--- config.mk ---
export PLATFORM = sky130hd
export DESIGN_NAME = perif_burst_split
export DESIGN_NICKNAME = d
export VERILOG_FILES = /design/src/rtl/perif_split_pkg.sv /design/src/rtl/req_check.sv /design/src/rtl/burst_calc.sv /design/src/rtl/lane_strobe.sv /design/src/rtl/perif_burst_split.sv
export SDC_FILE = /design/constraint.sdc
export NUM_CORES = 1
export LEC_CHECK = 0
export BUFFER_PORTS_ARGS = -buffer_cell sky130_fd_sc_hd__buf_4
export CAP_MARGIN = 10
export CORE_MARGIN = 2
export CORE_UTILIZATION = 30
export CTS_CLUSTER_SIZE = 30
export DETAILED_ROUTE_END_ITERATION = 6
export GPL_TIMING_DRIVEN = 1
export PLACE_DENSITY = 0.62
export SLEW_MARGIN = 0
export SYNTH_ARGS = -nofsm -noshare
export SYNTH_HDL_FRONTEND = slang
export SYNTH_SLANG_ARGS = --single-unit
--- constraint.sdc ---
create_clock -name clk -period 6.7 [get_ports clk]
set_input_delay 1.34 -clock clk [delete_from_list [all_inputs] [get_ports clk]]
set_output_delay 1.34 -clock clk [all_outputs]
set_load 0.03 [all_outputs]
--- src/rtl/perif_split_pkg.sv ---
package perif_split_pkg;

    localparam int DATA_W = 32;
    localparam int LANES  = DATA_W / 8;

    localparam logic [1:0] SZ_BYTE = 2'b00;
    localparam logic [1:0] SZ_HALF = 2'b01;
    localparam logic [1:0] SZ_WORD = 2'b10;

    localparam logic [1:0] BURST_INCR = 2'b01;
    localparam logic [1:0] RESP_OKAY  = 2'b00;

    typedef enum logic [2:0] {
        ST_IDLE,
        ST_ADDR,
        ST_WDAT,
        ST_WRSP,
        ST_RDAT,
        ST_DONE
    } split_state_e;

endpackage

--- src/rtl/req_check.sv ---
module req_check
    import perif_split_pkg::*;
#(
    parameter int CNT_W = 8
) (
    input  logic [1:0]       size,
    input  logic [1:0]       addr_lo,
    input  logic [CNT_W-1:0] words,
    output logic             ok
);
    always_comb begin
        unique case (size)
            SZ_BYTE: ok = 1'b1;
            SZ_HALF: ok = (addr_lo[0] == 1'b0);
            SZ_WORD: ok = (addr_lo == 2'b00) && (words != '0);
            default: ok = 1'b0;
        endcase
    end
endmodule

--- src/rtl/burst_calc.sv ---
module burst_calc
    import perif_split_pkg::*;
#(
    parameter int CNT_W = 8
) (
    input  logic [1:0]       size,
    input  logic [CNT_W-1:0] left,
    output logic             two_beats,
    output logic [3:0]       len,
    output logic [2:0]       beat_size
);
    localparam logic [CNT_W-1:0] PAIR = CNT_W'(2);

    always_comb begin
        two_beats = (size == SZ_WORD) && (left >= PAIR);
        len       = {3'b000, two_beats};
        beat_size = {1'b0, size};
    end
endmodule

--- src/rtl/lane_strobe.sv ---
module lane_strobe
    import perif_split_pkg::*;
(
    input  logic [1:0]       size,
    input  logic [1:0]       addr_lo,
    output logic [LANES-1:0] strb
);
    for (genvar i = 0; i < LANES; i++) begin : g_lane
        localparam logic [1:0] LANE = 2'(i);
        always_comb begin
            unique case (size)
                SZ_WORD: strb[i] = 1'b1;
                SZ_HALF: strb[i] = (LANE[1] == addr_lo[1]);
                default: strb[i] = (LANE == addr_lo);
            endcase
        end
    end
endmodule

--- src/rtl/perif_burst_split.sv ---
module perif_burst_split
    import perif_split_pkg::*;
#(
    parameter int ADDR_W = 32,
    parameter int CNT_W  = 8
) (
    input  logic              clk,
    input  logic              rst_n,
    input  logic              req_valid,
    output logic              req_ready,
    input  logic              req_write,
    input  logic [ADDR_W-1:0] req_addr,
    input  logic [1:0]        req_size,
    input  logic [CNT_W-1:0]  req_words,
    output logic              rej_err,
    input  logic              src_valid,
    output logic              src_ready,
    input  logic [31:0]       src_data,
    output logic              rd_valid,
    output logic [31:0]       rd_data,
    output logic              cpl_valid,
    output logic              cpl_err,
    output logic [ADDR_W-1:0] awaddr,
    output logic [3:0]        awlen,
    output logic [2:0]        awsize,
    output logic [1:0]        awburst,
    output logic              awvalid,
    input  logic              awready,
    output logic [31:0]       wdata,
    output logic [3:0]        wstrb,
    output logic              wlast,
    output logic              wvalid,
    input  logic              wready,
    input  logic [1:0]        bresp,
    input  logic              bvalid,
    output logic              bready,
    output logic [ADDR_W-1:0] araddr,
    output logic [3:0]        arlen,
    output logic [2:0]        arsize,
    output logic [1:0]        arburst,
    output logic              arvalid,
    input  logic              arready,
    input  logic [31:0]       rdata,
    input  logic [1:0]        rresp,
    input  logic              rlast,
    input  logic              rvalid,
    output logic              rready
);
    localparam logic [ADDR_W-1:0] STEP_ONE = ADDR_W'(4);
    localparam logic [ADDR_W-1:0] STEP_TWO = ADDR_W'(8);
    localparam logic [CNT_W-1:0]  ONE_WORD = CNT_W'(1);
    localparam logic [CNT_W-1:0]  TWO_WORD = CNT_W'(2);

    typedef struct packed {
        split_state_e      st;
        logic [ADDR_W-1:0] addr;
        logic [CNT_W-1:0]  left;
        logic              beat;
        logic              wr;
        logic [1:0]        sz;
        logic              err;
    } ctl_t;

    ctl_t ctl_d, ctl_q;

    logic             req_ok;
    logic             two_beats;
    logic [3:0]       cur_len;
    logic [2:0]       cur_size;
    logic [3:0]       cur_strb;

    req_check #(.CNT_W(CNT_W)) u_check (
        .size    (req_size),
        .addr_lo (req_addr[1:0]),
        .words   (req_words),
        .ok      (req_ok)
    );

    burst_calc #(.CNT_W(CNT_W)) u_calc (
        .size      (ctl_q.sz),
        .left      (ctl_q.left),
        .two_beats (two_beats),
        .len       (cur_len),
        .beat_size (cur_size)
    );

    lane_strobe u_strobe (
        .size    (ctl_q.sz),
        .addr_lo (ctl_q.addr[1:0]),
        .strb    (cur_strb)
    );

    assign awaddr  = ctl_q.addr;
    assign araddr  = ctl_q.addr;
    assign awlen   = cur_len;
    assign arlen   = cur_len;
    assign awsize  = cur_size;
    assign arsize  = cur_size;
    assign awburst = BURST_INCR;
    assign arburst = BURST_INCR;
    assign wdata   = src_data;
    assign wstrb   = cur_strb;
    assign rd_data = rdata;

    always_comb begin
        logic resp_bad;
        logic burst_end;

        ctl_d     = ctl_q;
        req_ready = 1'b0;
        rej_err   = 1'b0;
        awvalid   = 1'b0;
        arvalid   = 1'b0;
        wvalid    = 1'b0;
        wlast     = 1'b0;
        src_ready = 1'b0;
        bready    = 1'b0;
        rready    = 1'b0;
        rd_valid  = 1'b0;
        cpl_valid = 1'b0;
        cpl_err   = 1'b0;
        resp_bad  = 1'b0;
        burst_end = 1'b0;

        unique case (ctl_q.st)
            ST_IDLE: begin
                req_ready = 1'b1;
                if (req_valid) begin
                    if (!req_ok) begin
                        rej_err = 1'b1;
                    end else begin
                        ctl_d.st   = ST_ADDR;
                        ctl_d.addr = req_addr;
                        ctl_d.left = (req_size == SZ_WORD) ? req_words : ONE_WORD;
                        ctl_d.wr   = req_write;
                        ctl_d.sz   = req_size;
                        ctl_d.err  = 1'b0;
                        ctl_d.beat = 1'b0;
                    end
                end
            end
            ST_ADDR: begin
                awvalid    = ctl_q.wr;
                arvalid    = !ctl_q.wr;
                ctl_d.beat = 1'b0;
                if (ctl_q.wr && awready) begin
                    ctl_d.st = ST_WDAT;
                end else if (!ctl_q.wr && arready) begin
                    ctl_d.st = ST_RDAT;
                end
            end
            ST_WDAT: begin
                wvalid    = src_valid;
                src_ready = wready;
                wlast     = two_beats ? ctl_q.beat : 1'b1;
                if (src_valid && wready) begin
                    if (wlast) begin
                        ctl_d.st = ST_WRSP;
                    end else begin
                        ctl_d.beat = 1'b1;
                    end
                end
            end
            ST_WRSP: begin
                bready = 1'b1;
                if (bvalid) begin
                    burst_end = 1'b1;
                    resp_bad  = (bresp != RESP_OKAY);
                end
            end
            ST_RDAT: begin
                rready   = 1'b1;
                rd_valid = rvalid;
                if (rvalid) begin
                    if (rresp != RESP_OKAY) begin
                        ctl_d.err = 1'b1;
                    end
                    if (rlast) begin
                        burst_end = 1'b1;
                        resp_bad  = (rresp != RESP_OKAY);
                    end
                end
            end
            ST_DONE: begin
                cpl_valid = 1'b1;
                cpl_err   = ctl_q.err;
                ctl_d.st  = ST_IDLE;
            end
            default: ctl_d.st = ST_IDLE;
        endcase

        if (burst_end) begin
            if (resp_bad || ctl_q.err) begin
                ctl_d.err = 1'b1;
                ctl_d.st  = ST_DONE;
            end else if (ctl_q.left == (two_beats ? TWO_WORD : ONE_WORD)) begin
                ctl_d.st = ST_DONE;
            end else begin
                ctl_d.addr = ctl_q.addr + (two_beats ? STEP_TWO : STEP_ONE);
                ctl_d.left = ctl_q.left - (two_beats ? TWO_WORD : ONE_WORD);
                ctl_d.st   = ST_ADDR;
            end
        end
    end

    always_ff @(posedge clk) begin
        if (!rst_n) begin
            ctl_q.st   <= ST_IDLE;
            ctl_q.addr <= '0;
            ctl_q.left <= '0;
            ctl_q.beat <= 1'b0;
            ctl_q.wr   <= 1'b0;
            ctl_q.sz   <= SZ_BYTE;
            ctl_q.err  <= 1'b0;
        end else begin
            ctl_q <= ctl_d;
        end
    end

    p_incr_only_r1: assert property (@(posedge clk) disable iff (!rst_n)
        (awvalid || arvalid) |-> (awburst == BURST_INCR && arburst == BURST_INCR));

    p_len_cap_r2: assert property (@(posedge clk) disable iff (!rst_n)
        (awvalid || arvalid) |-> (awlen <= 4'd1 && arlen <= 4'd1));

    p_reject_quiet_r5: assert property (@(posedge clk) disable iff (!rst_n)
        rej_err |=> (!awvalid && !arvalid && !cpl_valid));

    p_addr_apart_from_data_r6: assert property (@(posedge clk) disable iff (!rst_n)
        awvalid |-> (!wvalid && !arvalid));

    p_wlast_closes_r7: assert property (@(posedge clk) disable iff (!rst_n)
        (wvalid && wready && wlast) |=> !wvalid);

    p_aw_hold_r8: assert property (@(posedge clk) disable iff (!rst_n)
        (awvalid && !awready) |=> (awvalid && $stable(awaddr) && $stable(awlen)));

    p_ar_hold_r8: assert property (@(posedge clk) disable iff (!rst_n)
        (arvalid && !arready) |=> (arvalid && $stable(araddr) && $stable(arlen)));

    p_w_hold_r8: assert property (@(posedge clk) disable iff (!rst_n)
        (wvalid && !wready) |=> (wvalid && $stable(wdata) && $stable(wlast) && $stable(wstrb)));

    p_cpl_pulse_r10: assert property (@(posedge clk) disable iff (!rst_n)
        cpl_valid |=> !cpl_valid);

endmodule

==> impl_results.md, run 1 <==
- Synthesized flop and latch total: 48
- Final Hold Fails: 0
- Pin count of the biggest net entering global routing: 41
- Cell row count: 42
- Syn Std Cell Area: between 4000 and 5000 um^2
- Die X: about 120 um
- # Post-CTS Setup Buffers: 0
- Global-route wire length before repair: roughly 18000 um
- Initial Util: 30.8%
- Clk buf depth: 2
- H-tree depth: 2
- Hold-critical path depth: 2
- Req. time, crit path: approximately 5.4 ns
- Min-delay worst type: flip-flop to flip-flop
- Pwr Total: about 1100 uW
- Mapped Cells: approximately 540
- # setup viols final: 0
- VDD IR-drop max: roughly 0.00011 V
- CTS hold repair buffers: 0
- Core area: between 10000 and 15000 um^2
- CP endpoint kind: output pin
- Post-route clock skew: about 0.0063 ns
- Worst R2R Path Depth: 9
- Critical path launch point type: input pin
- Peak Freq: ~240 MHz
- Slew @ Worst Pin: 1.17 ns
- Top cell by count, worst path: buf_4
- Kind of critical path: input pin to output pin
- DRC viols: 0
- Post-synth top cells: buf_4 (147), nand2_1 (61), dfxtp_1 (48), a21oi_1 (37), nor2_1 (18)
- Power per cell area: 250 nW/um^2
- RSZ-0062 raised after global routing: false
- Hold Path End: ctl_q[10]
- Leading area contributor after synthesis: buf_4
- CTS tree: built
- Final core occ: 33.2%
- Synth top area share: 26.9%
- GP Congestion: 0.821
- FF-to-FF End: araddr[26]
- Routed vias/inst: between 5 and 6
- Avg Cell Area, Syn: between 7 and 8 um^2
- CTS clk-pin slew, worst paths: about 0.06 ns
- Layout fillers: ~1400
- Logic pwr share: between 40 and 50%
- Drt wl/cell: between 15 and 20 um
- Clock power share: ~26%
- CP Max Fanout: 4
- Shortest period the worst path allows: between 4 and 5 ns
- MaxCap Viol Count: 0
- Max-slew headroom: between 20% and 30%
- Vias in the first global route: about 3500
- Setup TNS: 0 ns
- Register area share after synthesis: between 20% and 30%
- Min-delay src: ctl_q[10]
- Clock Sinks: 48
- I/O pin cnt: ~280
- GRT Resource Usage Total: between 10% and 20%
- Antenna fix cells: 0
- Sw Ratio: between 40% and 50%
- Layout Nets: between 600 and 700
- Crit path DAT: 2.85 ns
- HPWL Detailed: around 8800 um
- Static Leak: about 0.0019 uW
- Worst r2r src: ctl_q[11]
- Cts repair resizes: 0
- Total gr overflow: 0
- Yosys warns: 0
- PortBufs: 142
- First-pass iteration count of the detailed router: 4
- Flop2flop setup slack: 2.95 ns
- Initial antenna violation count: 0
- WL final: about 12000 um
- DIE AREA: between 10000 and 15000 um^2
- Top post-synthesis cells by area: buf_4 (27%), dfxtp_1 (23%), nand2_1 (5.6%)
- Worst skew pair latency: approximately 0.28 ns
- Critical Path, Cell by Cell: buf_4 > or4_1 > o21ai_1 > nand2_1 > nor2_1 > buf_4
- Status: completed
- Root buffer cell: clkbuf_16
- Height of the die: 121 um
- Power Internal: ~660 uW
- Vias: roughly 3700
- Slowest-stage cell, CP: or4_1
- Net Sw Power: between 400 and 500 uW
- Post-synth EDFFs: 0
- CTS buffer count: 5
- Drt initial violations: roughly 150
- Reg power frac: 33.6%
- Count leader, synth: buf_4
- Routed Antenna Nets: 0
- Tcrit/Tclk final: roughly 63%
- Layout cells sized above 1: about a third
- Synth unique cells: 62
- Max-slew violations: 0
- Area growth, synth to finish: 7.64%
- Critical Path Max Stage Delay: 0.57 ns
- Ys async rst share: 0%
- Ys flop type: dfxtp_1
cells in the final DEF (no fill, tap or decap), types with 2 or more instances in the layout:
cell       instances
a211o_1            2
a21o_1             4
a21oi_1           36
a22oi_1            3
a2bb2oi_1          2
a31oi_1           16
a32oi_1            3
and2_1             3
and3_1            11
and4_1             3
buf_4            144
clkbuf_16          5
conb_1            12
dfxtp_1           48
fa_1               2
ha_1               6
inv_1             14
mux2_2             3
nand2_1           61
nand2b_1           3
nand3_1           13
nand3b_1           2
nand4_1           11
nor2_1            18
nor2b_1            3
nor3_1            13
nor4_1             4
o2111ai_1          2
o211a_1            2
o211ai_1          13
o21a_1             6
o21ai_0           15
o311ai_0           3
or2_2              3
or3_1              9
or4_1              8
cell families (layout without fill, tap and decap cells):
logic type	after synthesis	after routing	synth area share, %
adder cells (fa/ha/maj)	8	8	2.81
AO/OA/AOI/OAI	119	119	19.3
other	2	12	0.183
flip-flops	48	48	23.5
buffers and inverters	183	167	30.7
multiplexers	4	4	1.07
AND/OR/NAND/NOR	175	175	22.5
worst max path at each step:
stage	from	cells after the start	endpoint
after CTS	req_words[5]	6	rej_err
after global routing	req_words[5]	6	rej_err
after detailed placement	req_words[5]	6	rej_err
final	req_words[5]	6	rej_err
after global placement	req_words[5]	6	rej_err
after floorplan	req_words[5]	4	rej_err
metal layers:
layer | vias up | share of wire [%] | wire (um) | global-route usage, %
met3 | 21 | 7.4 | 860 | 3.68
met4 | 0 | 1.9 | 224 | 4.87
met2 | 177 | 50 | 5830 | 26.1
met5 | - | 0 | 0 | 0
met1 | 1751 | 40 | 4700 | 18.1
li1 | 1731 | - | - | -
flip-flops by register name, indices dropped and copies added, names as in the netlist:
| name | count |
|---|---|
| araddr | 32 |
| ctl_q | 16 |
through the flow:
stage	area, um^2	hold slack (ns)	worst slack (ns)	std cells
after floorplan	4130	0.457	2.76	549
after global routing	4410	0.531	2.44	709
after detailed placement	4240	0.491	2.53	701
final	4410	0.504	2.51	709
after global placement	4240	0.471	2.51	701
after CTS	4410	0.501	2.52	709
worst max-delay path, delay by kind of cell:
kind | cells | cell delay [ns]
buffers and inverters | 2 | 0.29
AND/OR/NAND/NOR | 3 | 0.80
AO/OA/AOI/OAI | 1 | 0.41
power by group through the flow:
| stage | clock [uW] | combinational [uW] | sequential [uW] |
|---|---|---|---|
| floorplan | 0 | 437 | 354 |
| global placement | 0 | 442 | 374 |
| detailed placement | 0 | 448 | 377 |
| CTS | 294 | 449 | 370 |
| global route | 305 | 481 | 379 |
| finish | 286 | 446 | 371 |
final cells by class:
class	count	area [um^2]	share of cell area [%]
clock inverter	2	35.0	0.795
clock buffer	6	129	2.92
multi-input combinational	318	1930	43.7
timing repair buffer	144	1080	24.5
tap	176	220	5.00
inverter	15	56.3	1.28
sequential	48	961	21.8
Note: power is estimated with default switching activity, not from simulation.
==> run 2, diff against run 1 <==
==> constraint.sdc (replaced) <==
create_clock -name clk -period 4.15 [get_ports clk]
set_input_delay 0.83 -clock clk [delete_from_list [all_inputs] [get_ports clk]]
set_output_delay 0.83 -clock clk [all_outputs]
set_load 0.03 [all_outputs]
==> run 2 against run 1 <==
  * Register-to-register slack worse by 2.1 ns
  * Sequential power is 62% higher
  * Cell area hardly changed
  * Combinational power is 62% higher
  * Clock power is 44% higher
  * Via count is 1.5% lower
  * Die area stayed put
  * Critical path depth is 3 higher
  * Routed wire length is 3.5% lower
  * Hold slack worse by 0.013 ns
  * Critical endpoint is now araddr[19]
  * Largest cell class unchanged
==> impl_results.md, run 2 (same netlist as run 1, synthesis figures left out) <==
- Initial Util: 30.8% (unchanged)
- Max-slew violations: 0 (unchanged)
- Power per cell area: 393 nW/um^2 (+57%)
- Layout cells sized above 1: 31.6% (+0.069 points)
- Layout Nets: 663 (+0.30%)
- Clock Sinks: 48 (unchanged)
- Final worst setup slack: 0.873 ns (-1.64 ns)
- Drt initial violations: 154 (+2.0%)
- Shortest period the worst path allows: between 3 and 4 ns
- Routed vias/inst: 5.10 (-1.7%)
- Global-route wire length before repair: 17400 um (-2.1%)
- Pre-CTS setup slack: 0.866 ns (-1.66 ns)
- HPWL Detailed: 8640 um (-1.9%)
- Max-slew headroom: 23.7% (+1.7 points)
- Most common cell after layout, fill and taps aside: buf_4
- WL final: 11200 um (-3.5%)
- Cts repair resizes: 0 (unchanged)
- Pin count of the biggest net entering global routing: 41 (unchanged)
- GP Congestion: 0.800 (-2.6%)
- Pwr Total: 1730 uW (+57%)
- Power Internal: 1030 uW (+56%)
- Worst skew pair latency: 0.29 ns (about the same)
- CTS clk-pin slew, worst paths: 0.06 ns (about the same)
- Status: completed
- Final Hold Fails: 0 (unchanged)
- Slew @ Worst Pin: 1.14 ns (-0.0260 ns)
- Tcrit/Tclk final: 79.0%
- Setup TNS: 0 ns (unchanged)
- Commonest cells after routing, fill and taps aside: buf_4 (146), nand2_1 (61), dfxtp_1 (48), a21oi_1 (36), nor2_1 (18)
- # Post-CTS Setup Buffers: 0 (unchanged)
- Net Sw Power: 705 uW (+59%)
- Logic pwr share: 41.6% (+1.1 points)
- Critical Path Max Stage Delay: 0.55 ns (-0.02 ns)
- CP endpoint kind: flip-flop
- First-pass iteration count of the detailed router: 4 (unchanged)
- Design Area, Final: 4410 um^2 (about the same)
- PortBufs: 142 (unchanged)
- Req. time, crit path: 4.36 ns (-1.00 ns)
- Peak Freq: ~310 MHz
- Layout fillers: 1399 (-1.3%)
- CTS tree: built
- Total gr overflow: 0 (unchanged)
- GRT Resource Usage Total: 14.7% (-0.36 points)
- Hold-critical path depth: 2 (unchanged)
- DP Area: 4260 um^2 (+0.35%)
- Min-delay src: ctl_q[3]
- Final core occ: 33.1% (about the same)
- RSZ-0062 raised after global routing: false
- Core area: 13300 um^2 (unchanged)
- CP Max Fanout: 8 (+4)
- Critical path launch point type: flip-flop
- Critical Path, Cell by Cell: or4_1 > o21ai_2 > inv_1 > ha_1 > a21o_1 > nand4_1 > or4_1 > or3_1 > a31oi_1
- Crit path launch: ctl_q[11]
- Vias in the first global route: 3468 (-0.40%)
- Drt wl/cell: 15.8 um (-3.8%)
- Cell family with most CP delay: simple AND/OR/NAND/NOR gates
- Worst R2R Path Depth: 9 (unchanged)
- Kind of critical path: flip-flop to flip-flop
- Slowest-stage cell, CP: or4_1
- Top cell by count, worst path: or4_1
- Clk buf depth: 2 (unchanged)
- DIE AREA: 14600 um^2 (unchanged)
- CTS hold repair buffers: 0 (unchanged)
- Reg power frac: 34.7% (+1.1 points)
- VDD IR-drop max: 0.000156 V (+37%)
- Post-route clock skew: 0.00232 ns (-0.00395 ns)
- Worst r2r src: ctl_q[11]
- Height of the die: 121 um (unchanged)
- # setup viols final: 0 (unchanged)
- Root buffer cell: clkbuf_16
- Max reg flops: 32 (unchanged)
- Die X: 121 um (unchanged)
- FF-to-FF End: araddr[19]
- Static Leak: 0.00186 uW (about the same)
- Hold Path End: ctl_q[3]
- Area growth, synth to finish: 7.58% (about the same)
- Crit path DAT: 3.49 ns (+0.64 ns)
- Sw Ratio: 40.7% (+0.52 points)
- I/O pin cnt: 283 (unchanged)
- Flop2flop setup slack: 0.87 ns (-2.08 ns)
- DRC viols: 0 (unchanged)
- Cell row count: 42 (unchanged)
- Antenna fix cells: 0 (unchanged)
- Initial antenna violation count: 0 (unchanged)
- H-tree depth: 2 (unchanged)
- Routed Antenna Nets: 0 (unchanged)
- Min-delay worst type: flip-flop to flip-flop
- Clock power share: 23.7% (-2.2 points)
- CP Buf/Inv Count: 1 (-1)
- MaxCap Viol Count: 0 (unchanged)
- CTS buffer count: 5 (unchanged)
- Vias: 3626 (-1.5%)
## run 2: changes by cell type in the layout (fill, tap and decap cells not counted)
cell       previous run  this run
clkbuf_1              1         2
buf_4               144       146
clkbuf_8              0         1
clkinv_2              1         0
bufinv_16             1         0
## run 2: worst max-delay path by stage
stage	endpoint	slack, ns	cells past startpoint
floorplan	rej_err	1.23	4
global placement	araddr[19]	0.91	9
detailed placement	araddr[19]	0.87	9
CTS	araddr[19]	0.85	9
global route	araddr[19]	0.65	9
finish	araddr[19]	0.87	9
## run 2: through the flow
step	hold WS [ns]	cells
2_1_floorplan	0.457	549
3_3_place_gp	0.474	703
3_5_place_dp	0.479	703
4_1_cts	0.492	711
5_1_grt	0.531	711
6_report	0.491	711
## run 2: area by class of cell
cell class | count | area (um^2) | area share (%)
inverter | 15 | 56.3 | 1.28
multi-input combinational | 318 | 1930 | 43.7
timing repair buffer | 146 | 1100 | 24.9
clock buffer | 8 | 146 | 3.32
sequential | 48 | 961 | 21.8
tap | 176 | 220 | 5.00
## run 2: worst min-delay path: cells and delay by family (launching register included)
kind / cells / cell delay (ns)
AOI/OAI and AO/OA: 1 / 0.05
DFF: 1 / 0.33
and+or+nand+nor: 1 / 0.06
## run 2: power groups by stage
| stage | combinational, uW | clock (uW) | sequential [uW] |
|---|---|---|---|
| 4_1_cts | 725 | 422 | 600 |
| 6_report | 721 | 411 | 600 |
| 3_5_place_dp | 722 | 0 | 609 |
| 2_1_floorplan | 705 | 0 | 571 |
| 3_3_place_gp | 716 | 0 | 606 |
| 5_1_grt | 776 | 441 | 613 |
## run 2: layer usage
| layer | up-vias | GRT usage (%) | share of wire [%] |
|---|---|---|---|
| met1 | 1696 | 17.9 | 41 |
| met5 | - | 0 | 0 |
| met4 | 0 | 4.43 | 1.5 |
| met2 | 178 | 25.5 | 50 |
| li1 | 1733 | - | - |
| met3 | 19 | 3.35 | 7.1 |
==> run 3, diff against run 2 <==
--- a/config.mk
+++ b/config.mk
@@ -12,7 +12,7 @@
 export CTS_CLUSTER_SIZE = 30
 export DETAILED_ROUTE_END_ITERATION = 6
 export GPL_TIMING_DRIVEN = 1
-export PLACE_DENSITY = 0.62
+export PLACE_DENSITY = 0.65
 export SLEW_MARGIN = 0
 export SYNTH_ARGS = -nofsm -noshare
 export SYNTH_HDL_FRONTEND = slang
==> constraint.sdc (replaced) <==
create_clock -name clk -period 2.78 [get_ports clk]
set_input_delay 0.556 -clock clk [delete_from_list [all_inputs] [get_ports clk]]
set_output_delay 0.556 -clock clk [all_outputs]
set_load 0.03 [all_outputs]
==> run 3 against run 2 <==
  * Fmax rose by 18%
  * Largest power group unchanged
  * Register-to-register slack worse by 0.87 ns
  * Clock skew up 0.0054 ns
  * Non-clock buffer count increased by 32
  * Global-route usage rose by 0.84 points
  * Critical path depth unchanged
==> impl_results.md, run 3 (same netlist as run 1, synthesis figures left out) <==
- Status: completed
- Critical path launch point type: flip-flop
- RSZ-0062 raised after global routing: true
- Static Leak: 0.00206 uW (+11%)
- Power Internal: 1650 uW (+60%)
- Core area: 13300 um^2 (unchanged)
- Layout Nets: 695 (+4.8%)
- Pin count of the biggest net entering global routing: 29 (-29%)
- Reg area: 962 um^2 (+0.13%)
- CP endpoint kind: flip-flop
- DIE AREA: 14600 um^2 (unchanged)
- CP Max Fanout: 6 (-2)
- Req. time, crit path: 3.00 ns (-1.36 ns)
- Layout fillers: 1453 (+3.9%)
- H-tree depth: 2 (unchanged)
- Kind of critical path: flip-flop to flip-flop
- First-pass iteration count of the detailed router: 4 (unchanged)
- CTS buffer count: 5 (unchanged)
- Vias: 3713 (+2.4%)
- Min-delay worst type: flip-flop to flip-flop
- Max reg flops: 32 (unchanged)
- Min-delay src: ctl_q[10]
- Logic pwr share: 42.3% (+0.7 points)
- Clock power share: 24.9% (+1.2 points)
- Pwr Total: 2730 uW (+58%)
- Crit path launch: ctl_q[11]
- Sw Ratio: 39.7% (-1.0 points)
- Final Hold Fails: 0 (unchanged)
- Post-Layout Cell Count: 743 (+4.5%)
- Reg power frac: 32.8% (-1.9 points)
- MaxCap Viol Count: 0 (unchanged)
- PortBufs: 142 (unchanged)
- Power per cell area: 569 nW/um^2 (+45%)
- Hold slack final: 0.492 ns (+0.00132 ns)
- Max-slew headroom: 49.1% (+25 points)
- Drt initial violations: 152 (-1.3%)
- Post-route clock skew: 0.00774 ns (+0.00542 ns)
- Clock Sinks: 48 (unchanged)
- Shortest period the worst path allows: 2.78 ns (-0.499 ns)
- Worst skew pair latency: 0.28 ns (about the same)
- I/O pin cnt: 283 (unchanged)
- Most common cell after layout, fill and taps aside: buf_4
- Global-route wire length before repair: 18300 um (+4.9%)
- CTS clk-pin slew, worst paths: 0.07 ns (about the same)
- Placed Cells: 731 (+4.0%)
- Routed vias/inst: 5.00 (-2.0%)
- Root buffer cell: clkbuf_16
- Max-slew violations: 0 (unchanged)
- Layout cells sized above 1: 39.2% (+7.6 points)
- Vias in the first global route: 3547 (+2.3%)
- Crit path DAT: 3.00 ns (-0.49 ns)
- Slew @ Worst Pin: 0.762 ns (-0.380 ns)
- Design Area, Final: 4800 um^2 (+8.9%)
- # setup viols final: 0 (unchanged)
- Commonest cells after routing, fill and taps aside: buf_4 (175), nand2_1 (60), dfxtp_1 (47), a21oi_1 (35), nor2_1 (17)
- Cell row count: 42 (unchanged)
- Initial Util: 30.8% (unchanged)
- Clk buf depth: 2 (unchanged)
- VDD IR-drop max: 0.000275 V (+76%)
- DRC viols: 0 (unchanged)
- GRT Resource Usage Total: 15.5% (+0.84 points)
- DP Area: 4490 um^2 (+5.5%)
- Initial antenna violation count: 0 (unchanged)
- GP Congestion: 0.787 (-1.6%)
- Tcrit/Tclk final: 100% (+21 points)
- Area growth, synth to finish: 17.1%
- HPWL Detailed: 9390 um (+8.6%)
- Antenna fix cells: 0 (unchanged)
- Net Sw Power: 1080 uW (+54%)
- Worst r2r src: ctl_q[11]
- Die X: 121 um (unchanged)
- Total gr overflow: 0 (unchanged)
- CTS hold repair buffers: 0 (unchanged)
- WL final: 11900 um (+6.2%)
- Height of the die: 121 um (unchanged)
- Area of the multi-input gates: 2040 um^2 (+5.8%)
- CTS tree: built
- Routed Antenna Nets: 0 (unchanged)
- Drt wl/cell: 16.0 um (+1.7%)
- Peak Freq: 360 MHz (+18%)
run 3: layout make-up:
cell class | instances | area share [%]
clock inverter | 2 | 0.730
tap | 176 | 4.59
timing repair buffer | 178 | 28.3
sequential | 48 | 20.1
multi-input combinational | 318 | 42.5
inverter | 15 | 1.17
clock buffer | 6 | 2.69
run 3: through the flow:
step	setup TNS, ns	setup WS, ns	utilization, %
6_report	0	0.00128	36.1
5_1_grt	-1.39	-0.169	36.1
4_1_cts	-0.183	-0.0306	35.2
3_5_place_dp	-0.703	-0.101	33.8
3_3_place_gp	-0.0775	-0.0460	33.8
2_1_floorplan	0	0.0314	-
run 3: power groups by stage:
| stage | logic, uW | registers (uW) | clock network, uW |
|---|---|---|---|
| after floorplan | 1060 | 853 | 0 |
| after global placement | 1130 | 900 | 0 |
| after detailed placement | 1140 | 908 | 0 |
| after CTS | 1150 | 893 | 695 |
| after global routing | 1230 | 913 | 729 |
| final | 1150 | 895 | 679 |
run 3: path summary, 6_finish.rpt:
kind | slack, ns | endpoint | cells past startpoint
max | 0.001 | araddr[19] | 9
min | 0.49 | ctl_q[10] | 2
max reg2reg | 0.001 | araddr[19] | 9
min reg2reg | 0.49 | ctl_q[10] | 2
run 3: metal layers:
layer  vias to the layer above  GRT usage [%]  part of all wire (%)
met5                         -              0                     0
met1                      1745           19.5                    42
met4                         0           4.07                  0.94
li1                       1801              -                     -
met3                        12           3.16                   6.3
met2                       155           26.9                    50
run 3: timing repair:
action / 4_1_cts / 5_1_grt
pin swaps: 1 / 13
endpoints found under the setup margin: 16 / 18
buffers inserted: 1 / 3
gates resized for setup: 3 / 22
run 3: worst max-delay path: stages, from the launching register on:
cell and delay (ns):
dfxtp_2 0.32, or4_4 0.54, o21ai_4 0.26, ha_1 0.29, nand4_1 0.12, buf_4 0.12, nand2_1 0.04, or4_4 0.54
or3_1 0.32, a31oi_1 0.16
